$ cat src/rtl/gpio_port_pkg.sv
package gpio_port_pkg;
  localparam int unsigned PORT_W      = 8;
  localparam int unsigned PIN_W       = 4;
  localparam int unsigned SYNC_STAGES = 2;

  typedef enum logic {
    SEL_DATA = 1'b0,
    SEL_DIR  = 1'b1
  } reg_sel_e;
endpackage

$ cat src/rtl/gpio_port_rstsync.sv
module gpio_port_rstsync #(
  parameter int unsigned STAGES = 2
) (
  input  logic clk,
  input  logic rst_n,
  output logic rst_q_n
);
  logic [STAGES-1:0] chain_q;
  logic [STAGES-1:0] chain_d;

  always_comb chain_d = {chain_q[STAGES-2:0], 1'b1};

  always_ff @(posedge clk or negedge rst_n) begin
    if (!rst_n) chain_q <= '0;
    else        chain_q <= chain_d;
  end

  assign rst_q_n = chain_q[STAGES-1];
endmodule

$ cat src/rtl/gpio_port_insync.sv
module gpio_port_insync #(
  parameter int unsigned W      = 4,
  parameter int unsigned STAGES = 2
) (
  input  logic         clk,
  input  logic         rst_n,
  input  logic [W-1:0] async_in,
  output logic [W-1:0] sync_out
);
  logic [W-1:0] stage_q [STAGES];

  for (genvar s = 0; s < STAGES; s++) begin : g_stage
    logic [W-1:0] stage_d;
    if (s == 0) begin : g_first
      always_comb stage_d = async_in;
    end else begin : g_next
      always_comb stage_d = stage_q[s-1];
    end
    always_ff @(posedge clk or negedge rst_n) begin
      if (!rst_n) stage_q[s] <= '0;
      else        stage_q[s] <= stage_d;
    end
  end

  assign sync_out = stage_q[STAGES-1];
endmodule

$ cat src/rtl/gpio_port_regs.sv
module gpio_port_regs
  import gpio_port_pkg::*;
#(
  parameter int unsigned W = 8
) (
  input  logic         clk,
  input  logic         rst_n,
  input  logic         wr_en,
  input  reg_sel_e     wr_sel,
  input  logic [W-1:0] wr_data,
  output logic [W-1:0] data_q,
  output logic [W-1:0] dir_q
);
  logic         data_ce;
  logic         dir_ce;
  logic [W-1:0] data_d;
  logic [W-1:0] dir_d;

  always_comb begin
    data_ce = wr_en && (wr_sel == SEL_DATA);
    dir_ce  = wr_en && (wr_sel == SEL_DIR);
    data_d  = data_ce ? wr_data : data_q;
    dir_d   = dir_ce  ? wr_data : dir_q;
  end

  always_ff @(posedge clk or negedge rst_n) begin
    if (!rst_n) begin
      data_q <= '0;
      dir_q  <= '0;
    end else begin
      data_q <= data_d;
      dir_q  <= dir_d;
    end
  end
endmodule

$ cat src/rtl/gpio_port_pad.sv
module gpio_port_pad (
  input  logic dir_bit,
  input  logic data_bit,
  input  logic alt_en,
  input  logic alt_lvl,
  output logic pad_oe,
  output logic pad_out
);
  always_comb begin
    if (alt_en) begin
      pad_oe  = 1'b1;
      pad_out = alt_lvl;
    end else begin
      pad_oe  = dir_bit;
      pad_out = data_bit;
    end
  end
endmodule

$ cat src/rtl/gpio_alt_port.sv
module gpio_alt_port
  import gpio_port_pkg::*;
#(
  parameter int unsigned PORT_W      = gpio_port_pkg::PORT_W,
  parameter int unsigned PIN_W       = gpio_port_pkg::PIN_W,
  parameter int unsigned SYNC_STAGES = gpio_port_pkg::SYNC_STAGES
) (
  input  logic              clk,
  input  logic              rst_n,
  input  logic              bus_sel,
  input  logic              bus_we,
  input  logic [PORT_W-1:0] bus_wdata,
  output logic [PORT_W-1:0] bus_rdata,
  input  logic [PIN_W-1:0]  pwm_en,
  input  logic [PIN_W-1:0]  pwm_lvl,
  input  logic [PIN_W-1:0]  pin_in,
  output logic [PIN_W-1:0]  pin_oe,
  output logic [PIN_W-1:0]  pin_out
);
  logic              rst_q_n;
  logic [PORT_W-1:0] data_q;
  logic [PORT_W-1:0] dir_q;
  logic [PIN_W-1:0]  pin_sync;
  logic [PORT_W-1:0] data_view;
  reg_sel_e          sel;

  assign sel = reg_sel_e'(bus_sel);

  gpio_port_rstsync #(.STAGES(2)) u_rst (
    .clk    (clk),
    .rst_n  (rst_n),
    .rst_q_n(rst_q_n)
  );

  gpio_port_regs #(.W(PORT_W)) u_regs (
    .clk    (clk),
    .rst_n  (rst_q_n),
    .wr_en  (bus_we),
    .wr_sel (sel),
    .wr_data(bus_wdata),
    .data_q (data_q),
    .dir_q  (dir_q)
  );

  gpio_port_insync #(.W(PIN_W), .STAGES(SYNC_STAGES)) u_sync (
    .clk     (clk),
    .rst_n   (rst_q_n),
    .async_in(pin_in),
    .sync_out(pin_sync)
  );

  for (genvar i = 0; i < PORT_W; i++) begin : g_bit
    if (i < PIN_W) begin : g_pin
      always_comb data_view[i] = dir_q[i] ? data_q[i] : pin_sync[i];
      gpio_port_pad u_pad (
        .dir_bit (dir_q[i]),
        .data_bit(data_q[i]),
        .alt_en  (pwm_en[i]),
        .alt_lvl (pwm_lvl[i]),
        .pad_oe  (pin_oe[i]),
        .pad_out (pin_out[i])
      );
    end else begin : g_nopin
      always_comb data_view[i] = dir_q[i] & data_q[i];
    end
  end

  always_comb bus_rdata = (sel == SEL_DIR) ? dir_q : data_view;
endmodule

$ cat config.mk
export PLATFORM = sky130hd
export DESIGN_NAME = gpio_alt_port
export DESIGN_NICKNAME = d
export VERILOG_FILES = /design/src/rtl/gpio_port_pkg.sv /design/src/rtl/gpio_port_rstsync.sv /design/src/rtl/gpio_port_insync.sv /design/src/rtl/gpio_port_regs.sv /design/src/rtl/gpio_port_pad.sv /design/src/rtl/gpio_alt_port.sv
export SDC_FILE = /design/constraint.sdc
export NUM_CORES = 1
export LEC_CHECK = 0
export ABC_AREA = 1
export BUFFER_PORTS_ARGS = -buffer_cell sky130_fd_sc_hd__buf_4
export CAP_MARGIN = 20
export CORE_ASPECT_RATIO = 1.1
export CORE_MARGIN = 1
export CORE_UTILIZATION = 49
export CTS_BUF_LIST = sky130_fd_sc_hd__clkbuf_8 sky130_fd_sc_hd__clkbuf_16
export DETAILED_ROUTE_END_ITERATION = 6
export PLACE_DENSITY_LB_ADDON = 0.3
export SETUP_SLACK_MARGIN = 0.5
export SYNTH_ARGS = -nofsm -noshare
export SYNTH_HDL_FRONTEND = slang
export SYNTH_SLANG_ARGS = --single-unit
$ cat constraint.sdc
create_clock -name clk -period 1.1 [get_ports clk]
set_input_delay 0.11 -clock clk [delete_from_list [all_inputs] [get_ports clk]]
set_output_delay 0.11 -clock clk [all_outputs]
set_load 0.02 [all_outputs]
==> results of run 1 <==
-- logic make-up (layout without fill, tap and decap cells) --
| kind of cell | count (synthesis) | count (layout) | share of synthesized area (%) |
|---|---|---|---|
| AND/OR/NAND/NOR | 74 | 74 | 28.9 |
| flip-flops | 26 | 26 | 52.5 |
| buffers and inverters | 22 | 63 | 14.2 |
| AO/OA/AOI/OAI | 8 | 8 | 4.04 |
| other | 1 | 1 | 0.303 |
-- flip-flops by register name (all words and copies together), names as in the netlist --
register                flops
u_regs.data_q               8
u_regs.dir_q                8
u_sync.sync_out             4
u_rst.chain_q               2
u_sync.g_stage.stage_d      4
-- power groups by stage --
stage          clock network, µW  logic (µW)  registers, µW
2_1_floorplan                  0         399           1130
3_3_place_gp                   0         493           1140
3_5_place_dp                   0         509           1140
4_1_cts                      543         600           1130
5_1_grt                      573         694           1150
6_report                     523         644           1130
-- stage by stage --
step	total power (µW)	instances
CTS	2270	197
detailed placement	1650	187
global placement	1630	187
finish	2300	202
floorplan	1520	131
global route	2410	202
-- final cells by class --
cell class / instances / area share (%)
flip-flops and latches: 26 / 38.1
well taps: 30 / 2.18
clock inverters: 1 / 0.218
clock buffers: 3 / 2.40
multi-input cells: 83 / 27.8
repair buffers: 50 / 26.9
inverters: 9 / 2.40
-- routing by layer --
metal / vias up / global-route usage (%) / part of all wire [%]
li1: 488 / - / -
met1: 470 / 21.2 / 40
met2: 31 / 40.1 / 55
met3: 4 / 2.50 / 3.0
met4: 0 / 11.4 / 1.4
met5: - / 0 / 0
-- path summary, 6_finish.rpt --
check,from,to,slack [ns],cells past startpoint
worst min-delay path,bus_wdata[3],u_regs.data_q[3],0.08,3
max in group asynchronous,u_rst.chain_q[1],u_regs.dir_q[4],0.64,0
worst max-delay path,u_regs.data_q[1],bus_rdata[1],-0.03,3
min in group asynchronous,rst_n,u_rst.chain_q[1],0.16,2
worst min register to register,u_rst.chain_q[1],u_regs.dir_q[6],0.22,0
worst max register to register,u_regs.dir_q[0],u_regs.dir_q[0],0.24,4
-- placed cells by master, fill, tap and decap left out --
cell type,n
inv_8,1
buf_6,20
clkbuf_8,3
dfrtp_4,1
nand2_1,41
nand3_2,10
nand3_1,10
dfrtp_1,25
nand2_2,11
o21a_2,2
o21a_4,2
dlygate4sd3_1,5
o21ai_2,3
o21ai_1,1
inv_1,5
nand2_4,2
inv_2,4
buf_4,25
conb_1,1
-- what timing repair did --
item | in CTS | in global routing
setup buffers | 3 | 3
resized for setup | 19 | 11
hold buffers | 3 | 3
pin swaps | 12 | 6
endpoints found under the setup margin | 54 | 33
hold endpoints to repair | 6 | 3
-- worst max-delay path: stages, from the launching register on --
cell and delay (ns):
dfrtp_1 0.41, o21ai_2 0.17, nand2_4 0.06, buf_6 0.12
==> metrics, run 1 <==
combinational cell fraction of total power 28.0%; Net count, final 197; synthesized flop and latch total 26; Achievable Freq 882 MHz; # diodes 0; routed vias 993; post-synthesis sequential area ratio 52.5%; post-synth top area cell dfrtp_1; Leakage 0.000893 µW; synthesized area 1240 µm²; final instance area 1720 µm²; pre-CTS WS 0.204 ns; DP HPWL 1.65 mm; global-route wire length before repair 3.98 mm; Max clock buf depth 2; setup ws final -0.0337 ns; skew final 0.000660 ns; H-Tree Depth 1; Sw Ratio 28.9%; initial antenna violation count 0; Die Height 54.7 µm; total gr overflow 0; maximum vdd drop 1.12 mV; Initial Util 53.4%; Root Buffer clkbuf_8; CP Capture Type output port; I/O pin cnt 40; Net Sw Power 663 µW; Req. time, crit path 0.99 ns; P&R area growth vs syn 38.8%; Synth Warn # 0; Post-synth ARST share 100%; RSZ-0062 raised after global routing yes; Placed Instance Area 1480 µm²; library cells used by synthesis 14; routed wire length per instance 12.3 µm; number of synthesized flops with an enable pin 0; largest net degree at the start of global routing 25; fin. max-slew vios 0; Die ar. 2730 µm²; Critical Path AT 1.02 ns; Clk pwr share 22.8%; status finished with violations; top post-synthesis cells by count 52 x nand2_1, 26 x dfrtp_1, 10 x nand3_1, 10 x nand3_2; Vias/cell 4.92; crit start category flop; Mean Syn Cell Area 9.46 µm²; post-route clock period utilization 103%; Sequential Power Share 49.2%; cell internal pwr 1630 µW; gpl congestion 0.692; Setup CP Type flop to output port; post-route minimum period 1.13 ns; share of cells above drive strength 1 48.8%; die extent in x 49.9 µm; Initial DRC Count 3; Synth area leaders dfrtp_1 53%, nand2_1 16%, nand3_2 8.1%; CTS sink cnt 26; failing checks setup timing; synthesized instance count 131; syn nets 155; Multi-input gate area 478 µm²; fillers 171; clock latency at the later pin of the worst-skew pair 0.26 ns; core area 2320 µm²; post-route ant nets 0; CTS Buf Count 3; final core occ 74.1%; MaxCap Viol Count 0; Placement Rows 18; Sequential Area 654 µm²; hold slack 0.0781 ns; Final Hold Fails 0; prevailing post-synth register cell dfrtp_1; number of global-route vias before repair 959; port bufs 39; Worst-path clk slew 0.08 ns; Tightest Hold Check Type primary input to flop; CTS tree yes; Setup Viol. Count Final 7; TNS Setup -0.145 ns; P per Cell Area 1340 nW/µm²; overall fraction of global-route tracks in use 20.3%; top-count cell post-synth nand2_1; drc violations 0; CP Max Fanout 3; Initial DRT Pass Iterations 5; Yosys top cell area share 52.5%; Routed WL 2.48 mm
Note: power is estimated with default switching activity, not from simulation.
==> run 2: changes to the inputs <==
Settings changed: CORE_UTILIZATION 49 to 52, CTS_BUF_LIST sky130_fd_sc_hd__clkbuf_8 sky130_fd_sc_hd__clkbuf_16 to sky130_fd_sc_hd__clkbuf_2 sky130_fd_sc_hd__clkbuf_4 sky130_fd_sc_hd__clkbuf_8.
==> metrics, run 2 (synthesis results as in run 1) <==
Die ar. 2580 µm² (-5.5%); maximum vdd drop 0.966 mV (-14%); Leakage 0.000875 µW (-2.0%); Die Height 53.2 µm (-2.8%); commonest non-fill, non-tap cell in the layout nand2_1; H-Tree Depth 1 (unchanged); Initial Util 55.0% (+1.6 points); routed wire length per instance 12.0 µm (-1.9%); initial antenna violation count 0 (unchanged); setup ws final -0.132 ns (-0.0984 ns); Root Buffer clkbuf_4; CP peak stage delay 0.45 ns (+0.04 ns); clock latency at the later pin of the worst-skew pair 0.31 ns (+0.05 ns); post-route clock period utilization 112% (+8.9 points); crit-path cells inv_2, nand3_2, nand2_4, buf_6; fin. max-slew vios 0 (unchanged); core area 2250 µm² (-2.9%); failing checks setup timing; # diodes 0 (unchanged); port bufs 39 (unchanged); highest-count cells in the layout ignoring fill and taps 42 x nand2_1, 25 x dfrtp_1, 23 x buf_4; Sequential Area 654 µm² (unchanged); biggest regs u_regs.data_q x8, u_regs.dir_q x8; Max clock buf depth 2 (unchanged); Net Sw Power 650 µW (-1.8%); Placement Rows 18 (unchanged); met1 WL 1.03 mm (+3.5%); Worst-path clk slew 0.13 ns (+0.05 ns); status finished with violations; met2 routed WL 1.26 mm (-7.8%); CP Buf/Inv Count 2 (+1); post-route ant nets 0 (unchanged); P per Cell Area 1290 nW/µm² (-3.2%); global-route wire length before repair 3.93 mm (-1.4%); drc violations 0 (unchanged); Sw Ratio 29.7% (+0.86 points); CP Max Fanout 3 (unchanged); gpl congestion 0.706 (+2.0%); CP top delay family flip-flops; Multi-input gate area 484 µm² (+1.3%); Vias/cell 4.87 (-1.0%); Initial DRT Pass Iterations 4 (-1); overall fraction of global-route tracks in use 20.5% (+0.13 points); Initial DRC Count 13 (+10); CTS tree yes; share of cells above drive strength 1 49.4% (+0.57 points); combinational cell fraction of total power 28.7% (+0.7 points); DP HPWL 1.58 mm (-4.1%); Routed WL 2.41 mm (-2.8%); Achievable Freq 812 MHz (-8.0%); skew final 0.00633 ns (+0.00567 ns); cell internal pwr 1540 µW (-5.8%); Critical Path AT 1.12 ns (+0.10 ns); CTS Buf Count 3 (unchanged); Sequential Power Share 51.8% (+2.6 points); Net count, final 195 (-1.0%); P&R area growth vs syn 36.7%; Setup Viol. Count Final 13 (+6); CTS sink cnt 26 (unchanged); uppermost layer routed met4; routed vias 973 (-2.0%); total gr overflow 0 (unchanged); Clk pwr share 19.5% (-3.3 points); met3 WL 96 µm (+30%); CP Capture Type output port; TNS Setup -0.767 ns (-0.621 ns); Req. time, crit path 0.99 ns (about the same); I/O pin cnt 40 (unchanged); final instance area 1690 µm² (-1.5%); RSZ-0062 raised after global routing yes; crit start category flop; die extent in x 48.5 µm (-2.8%); fillers 156 (-8.8%); post-route minimum period 1.23 ns (+0.0984 ns); number of global-route vias before repair 955 (-0.42%); MaxCap Viol Count 0 (unchanged); total power 2190 µW (-4.7%); CP max-delay cell dfrtp_1; Placed Instance Area 1480 µm² (unchanged); Setup CP Type flop to output port; Tightest Hold Check Type primary input to flop; largest net degree at the start of global routing 25 (unchanged); Final Hold Fails 0 (unchanged)
[run 2: cell count changes in the layout (fill, tap and decap cells not counted), sizes merged]
cell,previous run,this run
inv,10,9
clkbuf,3,4
buf,45,43
[run 2: repair_timing]
action                                  4_1_cts  5_1_grt
resized for setup                            21        9
endpoints found under the setup margin       55       32
hold endpoints to repair                      6        0
pin swaps                                     9        7
buffers inserted                              2        2
cloned                                        0        0
hold buffers                                  5        0
[run 2: tightest hold or removal path, cell delays in order]
cell	delay, ns
buf_4	0.09
nand3_2	0.06
nand2_1	0.06
[run 2: power groups by stage]
| stage | registers (µW) | clock network, µW | logic, µW |
|---|---|---|---|
| global placement | 1140 | 0 | 493 |
| detailed placement | 1140 | 0 | 507 |
| floorplan | 1130 | 0 | 399 |
| finish | 1130 | 427 | 628 |
| CTS | 1130 | 441 | 596 |
| global route | 1150 | 477 | 687 |
[run 2: layer usage]
layer | track usage (%) | vias to the layer above
li1 | - | 481
met1 | 24.0 | 464
met2 | 38.7 | 26
met3 | 2.30 | 2
met4 | 8.33 | 0
met5 | 0 | -
[run 2: area by class of cell]
class / count / share of cell area, %
inverters: 9 / 2.29
multi-input cells: 83 / 28.6
flip-flops and latches: 26 / 38.7
repair buffers: 48 / 26.5
clock buffers: 4 / 1.77
well taps: 30 / 2.22
[run 2: worst paths after layout]
kind,startpoint,depth (start not counted),slack (ns),end
hold reg to reg,u_rst.chain_q[1],0,0.23,u_regs.data_q[2]
setup / recovery,u_regs.dir_q[1],4,-0.13,bus_rdata[1]
hold / removal,bus_wdata[2],3,0.03,u_regs.data_q[2]
setup reg to reg,u_regs.data_q[0],4,0.26,u_regs.data_q[0]
min in group asynchronous,rst_n,2,0.10,u_rst.chain_q[1]
max in group asynchronous,u_rst.chain_q[1],0,0.63,u_sync.sync_out[1]
[run 2: through the flow]
step | hold WS [ns] | util [%] | cells | worst slack, ns
after global placement | -0.108 | 65.8 | 187 | 0.214
after CTS | 0.0246 | 73.3 | 198 | -0.110
after floorplan | -0.186 | - | 131 | 0.361
after global routing | 0.0194 | 75.2 | 200 | -0.196
final | 0.0269 | 75.2 | 200 | -0.132
after detailed placement | -0.106 | 65.8 | 187 | 0.189
